### src/rtl/spi_ctl_pkg.sv
package spi_ctl_pkg;
  localparam int BYTE_W  = 8;
  localparam int ADDR_W  = 10;
  localparam int PC_W    = 9;
  localparam int SEL_W   = 2;
  localparam int PADDR_W = 8;
  localparam int PDATA_W = 22;
  localparam int CAP_W   = 24;
  localparam int IDX_W   = 3;
  localparam int BIT_W   = $clog2(BYTE_W);

  typedef enum logic [1:0] {
    FR_NONE    = 2'd0,
    FR_CAP_WR  = 2'd1,
    FR_SAFE_WR = 2'd2,
    FR_CAP_RD  = 2'd3
  } frame_kind_e;
endpackage

### src/rtl/spi_pin_sync.sv
module spi_pin_sync #(
  parameter int             N       = 3,
  parameter int             STAGES  = 2,
  parameter logic [N-1:0]   RST_VAL = '0
) (
  input  logic         clk_i,
  input  logic         rst_ni,
  input  logic [N-1:0] din_i,
  output logic [N-1:0] sync_o,
  output logic [N-1:0] prev_o
);
  logic [N-1:0] stg [STAGES+1];

  always_ff @(posedge clk_i or negedge rst_ni) begin
    if (!rst_ni) begin
      for (int s = 0; s <= STAGES; s++) stg[s] <= RST_VAL;
    end else begin
      stg[0] <= din_i;
      for (int s = 1; s <= STAGES; s++) stg[s] <= stg[s-1];
    end
  end

  assign sync_o = stg[STAGES-1];
  assign prev_o = stg[STAGES];
endmodule

### src/rtl/spi_byte_rx.sv
module spi_byte_rx import spi_ctl_pkg::*; (
  input  logic              clk_i,
  input  logic              rst_ni,
  input  logic              cs_act_i,
  input  logic              rise_i,
  input  logic              mosi_i,
  output logic              byte_done_o,
  output logic [BYTE_W-1:0] byte_o,
  output logic [IDX_W-1:0]  idx_o
);
  logic [BIT_W-1:0]  bit_cnt_q;
  logic [IDX_W-1:0]  idx_cnt_q;
  logic [BYTE_W-2:0] sh_q;

  always_ff @(posedge clk_i or negedge rst_ni) begin
    if (!rst_ni) begin
      bit_cnt_q   <= '0;
      idx_cnt_q   <= '0;
      sh_q        <= '0;
      byte_o      <= '0;
      idx_o       <= '0;
      byte_done_o <= 1'b0;
    end else begin
      byte_done_o <= 1'b0;
      if (!cs_act_i) begin
        bit_cnt_q <= '0;
        idx_cnt_q <= '0;
      end else if (rise_i) begin
        sh_q      <= {sh_q[BYTE_W-3:0], mosi_i};
        bit_cnt_q <= bit_cnt_q + 1'b1;
        if (bit_cnt_q == BIT_W'(BYTE_W-1)) begin
          byte_o      <= {sh_q, mosi_i};
          idx_o       <= idx_cnt_q;
          byte_done_o <= 1'b1;
          // saturate: bytes past the longest format are all "late"
          if (idx_cnt_q != '1) idx_cnt_q <= idx_cnt_q + 1'b1;
        end
      end
    end
  end
endmodule

### src/rtl/spi_frame_dec.sv
module spi_frame_dec import spi_ctl_pkg::*; #(
  parameter logic [ADDR_W-1:0] CAP_ADDR  = 10'h201,
  parameter logic [ADDR_W-1:0] SAFE_ADDR = 10'h210
) (
  input  logic               clk_i,
  input  logic               rst_ni,
  input  logic               cs_act_i,
  input  logic               boot_busy_i,
  input  logic               byte_done_i,
  input  logic [BYTE_W-1:0]  byte_i,
  input  logic [IDX_W-1:0]   idx_i,
  output logic               load_o,
  output logic               cap_wr_o,
  output logic [PC_W-1:0]    cap_pc_o,
  output logic [SEL_W-1:0]   cap_sel_o,
  output logic               cap_rd_o,
  output logic               safe_wr_o,
  output logic [PADDR_W-1:0] safe_addr_o,
  output logic [PDATA_W-1:0] safe_data_o
);
  localparam int PC_LO_W  = BYTE_W - SEL_W;
  localparam int PC_HI_W  = PC_W - PC_LO_W;
  localparam int PD_HI_W  = PDATA_W - 2 * BYTE_W;
  localparam int AHI_W    = ADDR_W - BYTE_W;
  localparam int RSV_W    = BYTE_W - AHI_W - 1;

  frame_kind_e         kind_q, kind_dec;
  logic                hdr_ok_q, rd_q, locked_q, ok;
  logic [AHI_W-1:0]    ahi_q;
  logic [PC_HI_W-1:0]  pc_hi_q;
  logic [PADDR_W-1:0]  pa_q;
  logic [PD_HI_W-1:0]  pd_hi_q;
  logic [BYTE_W-1:0]   pd_mid_q;
  logic [ADDR_W-1:0]   hdr_addr;

  assign ok       = !locked_q && !boot_busy_i;
  assign hdr_addr = {ahi_q, byte_i};

  always_comb begin
    kind_dec = FR_NONE;
    if (hdr_ok_q) begin
      if (!rd_q && hdr_addr == CAP_ADDR)  kind_dec = FR_CAP_WR;
      if (!rd_q && hdr_addr == SAFE_ADDR) kind_dec = FR_SAFE_WR;
      if (rd_q  && hdr_addr == CAP_ADDR)  kind_dec = FR_CAP_RD;
    end
  end

  assign load_o = cs_act_i && byte_done_i && idx_i == IDX_W'(2) &&
                  kind_q == FR_CAP_RD && ok;

  always_ff @(posedge clk_i or negedge rst_ni) begin
    if (!rst_ni) begin
      kind_q      <= FR_NONE;
      hdr_ok_q    <= 1'b0;
      rd_q        <= 1'b0;
      ahi_q       <= '0;
      locked_q    <= 1'b0;
      pc_hi_q     <= '0;
      pa_q        <= '0;
      pd_hi_q     <= '0;
      pd_mid_q    <= '0;
      cap_wr_o    <= 1'b0;
      cap_pc_o    <= '0;
      cap_sel_o   <= '0;
      cap_rd_o    <= 1'b0;
      safe_wr_o   <= 1'b0;
      safe_addr_o <= '0;
      safe_data_o <= '0;
    end else begin
      cap_wr_o  <= 1'b0;
      safe_wr_o <= 1'b0;
      cap_rd_o  <= load_o;
      if (!cs_act_i) begin
        kind_q   <= FR_NONE;
        locked_q <= 1'b0;
      end else begin
        locked_q <= locked_q | boot_busy_i;
        if (byte_done_i) begin
          case (idx_i)
            IDX_W'(0): begin
              hdr_ok_q <= (byte_i[BYTE_W-1 -: RSV_W] == '0);
              rd_q     <= byte_i[AHI_W];
              ahi_q    <= byte_i[AHI_W-1:0];
            end
            IDX_W'(1): kind_q <= kind_dec;
            IDX_W'(2): begin
              if (kind_q == FR_CAP_WR)  pc_hi_q <= byte_i[PC_HI_W-1:0];
              if (kind_q == FR_SAFE_WR) pa_q    <= byte_i[PADDR_W-1:0];
            end
            IDX_W'(3): begin
              if (kind_q == FR_CAP_WR && ok) begin
                cap_pc_o  <= {pc_hi_q, byte_i[BYTE_W-1:SEL_W]};
                cap_sel_o <= byte_i[SEL_W-1:0];
                cap_wr_o  <= 1'b1;
              end
              if (kind_q == FR_SAFE_WR) pd_hi_q <= byte_i[PD_HI_W-1:0];
            end
            IDX_W'(4): if (kind_q == FR_SAFE_WR) pd_mid_q <= byte_i;
            IDX_W'(5): begin
              if (kind_q == FR_SAFE_WR && ok) begin
                safe_addr_o <= pa_q;
                safe_data_o <= {pd_hi_q, pd_mid_q, byte_i};
                safe_wr_o   <= 1'b1;
              end
            end
            default: ;
          endcase
        end
      end
    end
  end
endmodule

### src/rtl/spi_tx_shift.sv
module spi_tx_shift import spi_ctl_pkg::*; (
  input  logic             clk_i,
  input  logic             rst_ni,
  input  logic             cs_act_i,
  input  logic             load_i,
  input  logic [CAP_W-1:0] data_i,
  input  logic             shift_i,
  output logic             miso_o
);
  logic [CAP_W-1:0] sh_q;
  logic             act_q;

  // shift after the host's sampling edge, so the next bit settles before the next rise
  always_ff @(posedge clk_i or negedge rst_ni) begin
    if (!rst_ni) begin
      sh_q  <= '0;
      act_q <= 1'b0;
    end else if (!cs_act_i) begin
      sh_q  <= '0;
      act_q <= 1'b0;
    end else if (load_i) begin
      sh_q  <= data_i;
      act_q <= 1'b1;
    end else if (shift_i && act_q) begin
      sh_q  <= {sh_q[CAP_W-2:0], 1'b0};
    end
  end

  assign miso_o = act_q & sh_q[CAP_W-1];
endmodule

### src/rtl/spi_ctl_port.sv
module spi_ctl_port import spi_ctl_pkg::*; #(
  parameter logic [ADDR_W-1:0] CAP_ADDR    = 10'h201,
  parameter logic [ADDR_W-1:0] SAFE_ADDR   = 10'h210,
  parameter int                SYNC_STAGES = 2
) (
  input  logic               clk_i,
  input  logic               rst_ni,
  input  logic               boot_busy_i,
  input  logic               spi_sclk_i,
  input  logic               spi_cs_ni,
  input  logic               spi_mosi_i,
  output logic               spi_miso_o,
  input  logic [CAP_W-1:0]   cap_rd_data_i,
  output logic               cap_wr_o,
  output logic [PC_W-1:0]    cap_pc_o,
  output logic [SEL_W-1:0]   cap_sel_o,
  output logic               cap_rd_o,
  output logic               safe_wr_o,
  output logic [PADDR_W-1:0] safe_addr_o,
  output logic [PDATA_W-1:0] safe_data_o
);
  localparam int PIN_CS   = 2;
  localparam int PIN_SCLK = 1;
  localparam int PIN_MOSI = 0;

  logic [2:0]        pin_s, pin_p;
  logic              cs_act, sclk_rise;
  logic              byte_done, load;
  logic [BYTE_W-1:0] rx_byte;
  logic [IDX_W-1:0]  rx_idx;

  spi_pin_sync #(.N(3), .STAGES(SYNC_STAGES), .RST_VAL(3'b100)) u_sync (
    .clk_i  (clk_i),
    .rst_ni (rst_ni),
    .din_i  ({spi_cs_ni, spi_sclk_i, spi_mosi_i}),
    .sync_o (pin_s),
    .prev_o (pin_p)
  );

  assign cs_act    = !pin_s[PIN_CS];
  assign sclk_rise = pin_s[PIN_SCLK] && !pin_p[PIN_SCLK];

  spi_byte_rx u_rx (
    .clk_i       (clk_i),
    .rst_ni      (rst_ni),
    .cs_act_i    (cs_act),
    .rise_i      (sclk_rise),
    .mosi_i      (pin_s[PIN_MOSI]),
    .byte_done_o (byte_done),
    .byte_o      (rx_byte),
    .idx_o       (rx_idx)
  );

  spi_frame_dec #(.CAP_ADDR(CAP_ADDR), .SAFE_ADDR(SAFE_ADDR)) u_dec (
    .clk_i       (clk_i),
    .rst_ni      (rst_ni),
    .cs_act_i    (cs_act),
    .boot_busy_i (boot_busy_i),
    .byte_done_i (byte_done),
    .byte_i      (rx_byte),
    .idx_i       (rx_idx),
    .load_o      (load),
    .cap_wr_o    (cap_wr_o),
    .cap_pc_o    (cap_pc_o),
    .cap_sel_o   (cap_sel_o),
    .cap_rd_o    (cap_rd_o),
    .safe_wr_o   (safe_wr_o),
    .safe_addr_o (safe_addr_o),
    .safe_data_o (safe_data_o)
  );

  spi_tx_shift u_tx (
    .clk_i    (clk_i),
    .rst_ni   (rst_ni),
    .cs_act_i (cs_act),
    .load_i   (load),
    .data_i   (cap_rd_data_i),
    .shift_i  (sclk_rise),
    .miso_o   (spi_miso_o)
  );
endmodule

### config.mk
export PLATFORM = sky130hd
export DESIGN_NAME = spi_ctl_port
export DESIGN_NICKNAME = d
export VERILOG_FILES = /design/src/rtl/spi_ctl_pkg.sv /design/src/rtl/spi_pin_sync.sv /design/src/rtl/spi_byte_rx.sv /design/src/rtl/spi_frame_dec.sv /design/src/rtl/spi_tx_shift.sv /design/src/rtl/spi_ctl_port.sv
export SDC_FILE = /design/constraint.sdc
export NUM_CORES = 1
export LEC_CHECK = 0
export ABC_AREA = 1
export CORE_MARGIN = 2
export CORE_UTILIZATION = 27
export CTS_BUF_LIST = sky130_fd_sc_hd__clkbuf_4 sky130_fd_sc_hd__clkbuf_8 sky130_fd_sc_hd__clkbuf_16
export DETAILED_ROUTE_END_ITERATION = 7
export GPL_TIMING_DRIVEN = 0
export MAX_ROUTING_LAYER = met4
export PLACE_DENSITY = 0.56
export SLEW_MARGIN = 20
export SYNTH_ARGS = -nofsm -noshare
export SYNTH_HDL_FRONTEND = slang
export SYNTH_SLANG_ARGS = --single-unit
### constraint.sdc
create_clock -name clk_i -period 3.4 [get_ports clk_i]
set_clock_uncertainty 0.1 [all_clocks]
set_input_delay 0.51 -clock clk_i [delete_from_list [all_inputs] [get_ports clk_i]]
set_output_delay 0.51 -clock clk_i [all_outputs]
set_load 0.1 [all_outputs]
Yosys cells after proc, flatten, opt, wreduce, memory -nomap -nowiden --
Index checks and enable logic that the tools add are counted.
Word-level totals: bits in registers 134, output and inout bits 45
Operators by class: $add $sub $neg 2, eq/ne operators 12, muxes and demuxes 30, bitwise operators 3, reductions and logical operators 37
Operator list (count):
- two-way mux 24 bit | 3
- AND reduction 4 bit | 6
- == test 10 bit (second input constant) | 2
- two-way mux 3 bit | 6
- two-way mux 1 bit | 15
- logical AND 1 bit | 12
- two-way mux 2 bit | 6
- nonzero test 2 bit | 6
- == test 3 bit (second input constant) | 3
- AND reduction 3 bit | 3
- adder 3 x 1 -> 3 bit (second input constant) | 2
- == test 3 x 2 -> 1 bit (second input constant) | 2
- logical NOT 1 bit | 5
- logical NOT 5 bit | 1
- == test 2 bit (second input constant) | 2
- AND reduction 2 bit | 2
- == test 3 x 1 -> 1 bit (second input constant) | 1
- logical NOT 3 bit | 1
- != test 3 bit (second input constant) | 1
- nonzero test 3 bit | 1
- == test 2 x 1 -> 1 bit (second input constant) | 1
- bitwise AND 1 bit | 1
- inverter 1 bit | 1
- bitwise OR 1 bit | 1

Logic depth before layout (Yosys ltp) --
Gate-level depths: netlist of run 1.
depth after elaboration 9, depth in mapped cells 10, depth with buffers taken out 8

Hierarchy --
From an unflattened synthesis of run 1, not the netlist that was laid out.
Unflattened totals: cells, all modules 637, area total of the unflattened synthesis 5740.5 sq um
Modules (own cells, without submodules):
- spi_frame_dec | times used 1, cells an instance 323, area an instance 2997.9 sq um, seq. area each 1901.8 sq um
- spi_tx_shift | times used 1, cells an instance 189, area an instance 1391.3 sq um, seq. area each 625.6 sq um
- spi_byte_rx | times used 1, cells an instance 107, area an instance 1063.5 sq um, seq. area each 625.6 sq um
- spi_pin_sync | times used 1, cells an instance 15, area an instance 274.0 sq um, seq. area each 229.0 sq um
- spi_ctl_port | times used 1, cells an instance 3, area an instance 13.8 sq um, seq. area each 0.0 sq um

Least setup slack after synthesis of run 1 --
No wires, ideal clock.
kind input port to flip-flop, start input port boot_busy_i, end register u_tx.sh_q[10], arrival time 1.448 ns, data required time 3.183 ns, path slack 1.735 ns, stages 7, buffers on the path 2, path through or2_1 nor2_4 nand2_2 buf_2 buf_6 nand3_1 nand2_1
Between the ends: cells in the longest elaborated chain, start to end 5
RTL lines:
- start: declaration | RTL line spi_ctl_port.sv:8 | input logic boot_busy_i,
- logical NOT 1 bit (*) | RTL line spi_frame_dec.sv:36 | assign ok = !locked_q && !boot_busy_i;
- logical AND 1 bit (*) | RTL line spi_frame_dec.sv:36
- logical AND 1 bit (*) | RTL line spi_frame_dec.sv:49 | kind_q == FR_CAP_RD && ok;
- two-way mux 24 bit | RTL line spi_tx_shift.sv:21 | end else if (load_i) begin
- two-way mux 24 bit | RTL line spi_tx_shift.sv:18 | end else if (!cs_act_i) begin
- end signal: assignment | RTL line spi_tx_shift.sv:22 | sh_q <= data_i;
- end signal: assignment | RTL line spi_tx_shift.sv:25 | sh_q <= {sh_q[CAP_W-2:0], 1'b0};
- end: declaration | RTL line spi_tx_shift.sv:10 | logic [CAP_W-1:0] sh_q;
Mark *: on every way between the ends. The rest lies on a longest branch, timed or not. A chain may end at the register's enable or synchronous reset.

Worst setup path after layout of run 1 --
start register u_tx.act_q, end output port spi_miso_o
Between the ends: cells in the longest elaborated chain, start to end 1
RTL lines:
- start: declaration | RTL line spi_tx_shift.sv:11 | logic act_q;
- start signal: assignment | RTL line spi_tx_shift.sv:17 | act_q <= 1'b0;
- start signal: assignment | RTL line spi_tx_shift.sv:20 | act_q <= 1'b0;
- start signal: assignment | RTL line spi_tx_shift.sv:23 | act_q <= 1'b1;
- bitwise AND 1 bit | RTL line spi_tx_shift.sv:29 | assign miso_o = act_q & sh_q[CAP_W-1];
- end: declaration | RTL line spi_ctl_port.sv:12 | output logic spi_miso_o,
No other way between the ends.

==> metrics.txt, run 1 <==
Critical R2R Capture u_tx.sh_q[19]$_DFFE_PN0P_; slew margin rel. 0.344; flop2flop setup slack 1.59 ns; height of the die 146 um; clock slew at reported path FFs 0.06 ns; Post-Syn Nets 643; hold_ws 0.247 ns; average cell area after synthesis 8.99 um2; Worst Reg2Reg Path Length in Cells 9; GR Util met3 0.0288; number of antenna violations at the first check in global routing 0; # H-tree levels 4; global routing's busiest layer met2; final WL 12200 um; CTS Sinks 133; core footprint 20000 um2; CTS tree done; CTS Buf Count 17; CTS hold repair buffers 1; synth-to-layout area growth 31.1%; vias in the first global route 4090; slowest stage cell, crit path clkdlybuf4s50_1; leakage power figure 0.00351 uW; Comb pwr share 0.034; Port Buffer Count 74; Die Wd 146 um; Total GRT Usage 0.123; CP Buf/Inv Count 2; Cell Area, Synth 5470 um2; Netlist cell types 32; Vias/cell 4.29; Sw Ratio 0.223; hold path depth 0; Critical Path Fanout Max 3; mux cell area share after synthesis 0; xor and xnor area share after synthesis 0.00160; hold path startpoint u_sync.stg[7]$_DFF_PN0_; Detail Route Antenna Nets 0; die footprint 21400 um2; area of placed instances 6590 um2; CP Cell Sequence nand2_1 > inv_1 > clkdlybuf4s50_1; count of pins over their slew limit 0; Synth Area in Adders 0.00914; post-synthesis sequential area ratio 0.608; Ant. Diodes 0; global route total overflow 0; CP top delay family buffers and inverters; Crit Path Class flop to output pin; MaxCap Viol Count 0; maximum VDD drop 0.000188 V; Clk Latency, worst-skew pair 0.42 ns; Synth Area in Compound Gates 0.0670; Yosys warnings 0; Inst Count DP 954; Yosys top cell by area dfrtp_1; post-route setup slack 0.762 ns; Initial DRT Pass Iterations 4; status completed; global-route wire length before repair 20700 um; Worst Tran Pin Value 0.981 ns; layout cells sized above 1 0.100; Non-Filler Instances 987; net switching power 787 uW; Fmax 379 MHz; row count 52; per-cell routed wire length 12.4 um; Final min period 2.64 ns; Hold Path Sink u_sync.sync_o[1]$_DFF_PN0_; post-place setup slack 1.14 ns; CP max stage delay 1.13 ns; IO Pins 75; initial core utilization 0.273; Pwr Density 493 nW/um2; clock network power share 0.505; post-CTS setup buffers 0; Pint 2750 uW; number of remaining DRC errors 0; worst r2r src u_sync.sync_o[2]$_DFF_PN1_; CP Capture Type output pin; period utilization 0.776; Detailed Place HPWL 8320 um; Seq pwr share 0.461; RSZ-0062 raised after global routing no; Critical Path AT 2.03 ns; Layout Utilization 0.358; largest net degree at the start of global routing 82; endpoints failing hold 0; worst min path class flop to flop; RD Place Congestion 0.747; share of the synthesized area in the top cell type 0.599; CTS-repair resized insts 0; routing usage on met1 0.161; met2 Use GR 0.187; routed vias 4232; CTS Root Cell clkbuf_16; Mapped Cells 609; violation count after the first detailed-route iteration 302; clock buffer depth 2; worst path required time 2.79 ns; main area contributors after synthesis dfrtp_1 (60%), nand2_1 (17%), nand3_1 (5.0%); Post-Synth Simple-Gate Area 0.260; # setup viols final 0; synthesized flop and latch total 133; layout net count 738; CP startpoint kind flop; post-route cell area 7180 um2; largest family of logic cells by synthesized area simple AND/OR/NAND/NOR gates
==> synthesized netlist by cell type <==
library cell	count
buf_6	5
nand2_2	2
xor2_1	1
buf_4	3
inv_2	2
inv_4	1
buf_2	13
o21ai_0	48
dfstp_2	2
dfrtp_1	131
nor2_4	1
o31ai_1	1
clkbuf_1	5
buf_1	1
nand4_1	2
nand3_2	2
nor2_8	1
nand3_1	55
a211oi_1	2
nand2_1	255
ha_1	4
nor3_1	2
inv_1	31
a21oi_4	1
or2_1	1
nor3_2	1
o21ai_1	16
or2_2	2
nand2_4	1
nor2_2	1
o21a_1	1
nor2_1	15
==> registers in the layout, indices dropped and copies added (netlist names), 6 cells and up <==
| name | count |
|---|---|
| u_rx.sh_q | 7 |
| u_dec.pd_hi_q | 6 |
| u_tx.sh_q | 24 |
| u_dec.pd_mid_q | 8 |
| u_dec.safe_addr_o | 8 |
| u_rx.byte_o | 8 |
| u_dec.safe_data_o | 22 |
| u_dec.pa_q | 8 |
| u_dec.cap_pc_o | 9 |
==> power by group through the flow <==
stage	Sequential [uW]	Clock (uW)	Combinational, uW
floorplan	1660	0	41.1
global placement	1660	0	119
detailed placement	1660	0	125
CTS	1630	1840	126
global route	1630	1910	140
finish	1630	1780	122
==> area by class of cell <==
class / count / area [um2]
plain buffers: 27 / 166
clock buffers: 17 / 425
clock inverters: 15 / 156
multi-input cells: 415 / 1850
inverters: 34 / 130
repair buffers: 76 / 783
well taps: 270 / 338
fillers: 2092 / 12900
flip-flops and latches: 133 / 3330
==> logic make-up (layout without fill, tap and decap cells) <==
kind of cell,count (synthesis),after routing
simple gates,341,341
buf+inv,61,169
flops,133,133
compound gates,69,69
xor+xnor,1,1
fa+ha+maj,4,4
==> how the worst max path moves through the flow <==
| stage | from | endpoint | cells past startpoint |
|---|---|---|---|
| floorplan | boot_busy_i | u_tx.sh_q[10]$_DFFE_PN0P_ | 7 |
| global placement | rst_ni | u_dec.cap_wr_o$_DFF_PN0_ | 1 |
| detailed placement | boot_busy_i | u_tx.sh_q[19]$_DFFE_PN0P_ | 8 |
| CTS | u_tx.act_q$_DFFE_PN0P_ | spi_miso_o | 3 |
| global route | u_tx.sh_q[23]$_DFFE_PN0P_ | spi_miso_o | 3 |
| finish | u_tx.act_q$_DFFE_PN0P_ | spi_miso_o | 3 |
==> through the flow <==
stage | power (uW) | setup TNS [ns]
floorplan | 1700 | 0
global placement | 1780 | -488.69
detailed placement | 1780 | 0
CTS | 3600 | 0
global route | 3680 | 0
finish | 3530 | 0
==> layer usage <==
layer  wire (um)  vias to the layer above  part of all wire
li1            -                     2141                 -
met1        5750                     2014              0.47
met2        5930                       63              0.49
met3         342                       14             0.028
met4         200                        0             0.016
met5           0                        -                 0
==> layout by cell type (no fill, tap or decap), types with 2 or more instances in the layout <==
cell and instances:
a211oi_1 2, buf_2 13, buf_4 3, buf_6 5
bufinv_16 2, clkbuf_1 5, clkbuf_16 17, clkdlybuf4s50_1 73
clkinv_2 3, clkinv_4 3, clkinvlp_4 5, dfrtp_1 131
dfstp_2 2, ha_1 4, inv_1 31, inv_2 2
inv_6 2, nand2_1 255, nand2_2 2, nand3_1 55
nand3_2 2, nand4_1 2, nor2_1 15, nor3_1 2
o21ai_0 48, o21ai_1 16, or2_2 2
No activity file was read; power rests on OpenSTA's default activity.
==> run 2, diff against run 1 <==
--- a/config.mk
+++ b/config.mk
@@ -12,7 +12,7 @@
 export DETAILED_ROUTE_END_ITERATION = 7
 export GPL_TIMING_DRIVEN = 0
 export MAX_ROUTING_LAYER = met4
-export PLACE_DENSITY = 0.56
+export PLACE_DENSITY = 0.58
 export SLEW_MARGIN = 20
 export SYNTH_ARGS = -nofsm -noshare
 export SYNTH_HDL_FRONTEND = slang
==> constraint.sdc (replaced) <==
create_clock -name clk_i -period 2.2 [get_ports clk_i]
set_clock_uncertainty 0.1 [all_clocks]
set_input_delay 0.33 -clock clk_i [delete_from_list [all_inputs] [get_ports clk_i]]
set_output_delay 0.33 -clock clk_i [all_outputs]
set_load 0.1 [all_outputs]
==> run 2 against run 1 <==
Against the previous run: via count about the same; clock-buffer cell count rose by 4; global-route usage is 0.10 points higher; register-to-register slack got worse by 1.2 ns; largest power group unchanged; die area unchanged; total power grew 63%; non-clock buffer count is the same; first-iteration DRC count rose by 0.99%; sequential share of layout area hardly changed; worst setup slack got worse by 0.66 ns.
==> metrics.txt, run 2 (synthesis results as in run 1) <==
global-route wire length before repair 20800 um; critical path startpoint u_dec.safe_addr_o[1]$_DFFE_PN0P_; slowest stage cell, crit path dlygate4sd2_1; period utilization 0.955; clock buffer depth 2; Top reg by flops u_tx.sh_q; count of pins over their slew limit 0; Seq. cell area 3330 um2; core footprint 20000 um2; post-route cell area 7180 um2; violation count after the first detailed-route iteration 305; Setup crit end safe_addr_o[1]; clock network power share 0.532; Port Buffer Count 74; Final min period 2.10 ns; Crit path depth 1; height of the die 146 um; CTS Buf Count 17; CTS Root Cell clkbuf_16; Worst Tran Pin Value 0.971 ns; CTS tree done; Detailed Place HPWL 8360 um; maximum VDD drop 0.000414 V; CP max stage delay 0.87 ns; clock slew at reported path FFs 0.06 ns; number of antenna violations at the first check in global routing 0; routed vias 4231; slew margin rel. 0.355; CTS Sinks 133; synth-to-layout area growth 31.2%; Die Wd 146 um; vias in the first global route 4088; row count 52; Sw Ratio 0.204; Crit Path Class flop to output pin; endpoints failing hold 0; per-cell routed wire length 12.4 um; flop2flop setup slack 0.41 ns; Comb pwr share 0.032; post-route setup slack 0.0999 ns; post-place setup slack 0.107 ns; Total GRT Usage 0.124; layout cells sized above 1 0.102; status completed; Pwr Density 803 nW/um2; Critical Path Fanout Max 2; Vias/cell 4.29; largest net degree at the start of global routing 70; area of the multi-input gates 1850 um2; worst r2r src u_sync.sync_o[2]$_DFF_PN1_; worst min path class input pin to flop; most common cell after layout, fill and taps aside nand2_1; Initial DRT Pass Iterations 4; Seq pwr share 0.436; Ant. Diodes 0; fillcell total 2079; CP Buf/Inv Count 1; Detail Route Antenna Nets 0; CP startpoint kind flop; max reg flops 24; Layout Utilization 0.359; Pint 4600 uW; final WL 12300 um; Worst Reg2Reg Path Length in Cells 9; Critical Path AT 1.67 ns; die footprint 21400 um2; Fmax 476 MHz; Critical R2R Capture u_tx.sh_q[10]$_DFFE_PN0P_; initial core utilization 0.273; net switching power 1180 uW; RSZ-0062 raised after global routing no; setup tns final 0 ns; most frequent cells in the layout nand2_1 (255), dfrtp_1 (131), nand3_1 (55); leakage power figure 0.00377 uW; # H-tree levels 4; CP top delay family buffers and inverters; CP Cell Sequence dlygate4sd2_1; # setup viols final 0; Regs by FF count u_tx.sh_q x24, u_dec.safe_data_o x22, u_dec.cap_pc_o x9; global route total overflow 0; IO Pins 75; area of placed instances 6590 um2; worst path required time 1.77 ns; number of remaining DRC errors 0; RD Place Congestion 0.777; Clk Latency, worst-skew pair 0.42 ns; CP Capture Type output pin; hold path startpoint spi_cs_ni; total power 5770 uW; MaxCap Viol Count 0; layout net count 738
run 2: changes by cell type in the layout (fill, tap and decap cells not counted):
cell,change
clkbuf_8,+4
clkinv_4,-2
clkbuf_2,+1
clkdlybuf4s50_1,-45
clkinvlp_4,-4
dlygate4sd2_1,+44
bufinv_16,+2
run 2: timing repair:
| item | CTS | global route |
|---|---|---|
| hold buffers | 1 | 0 |
| gates resized for setup | 46 | 1 |
| buffers inserted | 0 | 0 |
| hold endpoints to repair | 62 | 0 |
| endpoints found under the setup margin | 45 | 1 |
run 2: power groups by stage:
| stage | sequential (uW) | combinational, uW | clock, uW |
|---|---|---|---|
| 2_1_floorplan | 2560 | 63.5 | 0 |
| 5_1_grt | 2520 | 214 | 3240 |
| 6_report | 2520 | 185 | 3070 |
| 3_5_place_dp | 2560 | 188 | 0 |
| 4_1_cts | 2520 | 192 | 3130 |
| 3_3_place_gp | 2560 | 183 | 0 |
run 2: worst min-delay path by stage:
stage	slack [ns]	to	cells past startpoint
final	0.24	u_sync.stg[8]$_DFF_PN1_	1
after floorplan	-0.07	u_dec.ahi_q[0]$_DFFE_PN0P_	0
after global routing	0.25	u_sync.stg[8]$_DFF_PN1_	1
after CTS	0.24	u_sync.stg[8]$_DFF_PN1_	1
after global placement	0.23	u_sync.sync_o[0]$_DFF_PN0_	0
after detailed placement	0.21	u_tx.sh_q[8]$_DFFE_PN0P_	1
run 2: metrics by stage:
step | hold slack, ns | std cells
2_1_floorplan | -0.0656 | 609
3_3_place_gp | 0.232 | 953
3_5_place_dp | 0.213 | 954
4_1_cts | 0.239 | 987
5_1_grt | 0.247 | 987
6_report | 0.244 | 987
run 2: cell type report:
cell class	count	share of cell area
clock inverters	11	0.0235
multi-input cells	415	0.257
flip-flops and latches	133	0.464
repair buffers	76	0.101
plain buffers	27	0.0232
clock buffers	21	0.0669
inverters	34	0.0181
well taps	270	0.0470
run 2: per-layer routing:
metal	track usage	part of all wire	vias up
met2	0.193	0.49	79
met5	-	0	-
met4	0.0442	0.012	0
met1	0.160	0.46	2001
met3	0.0294	0.043	9
li1	-	-	2142
==> run 3, diff against run 2 <==
--- a/config.mk
+++ b/config.mk
@@ -17,3 +17,4 @@
 export SYNTH_ARGS = -nofsm -noshare
 export SYNTH_HDL_FRONTEND = slang
 export SYNTH_SLANG_ARGS = --single-unit
+export TNS_END_PERCENT = 10
==> results of run 3 <==
The final DEF is identical to that of run 2; final timing and power are the same.
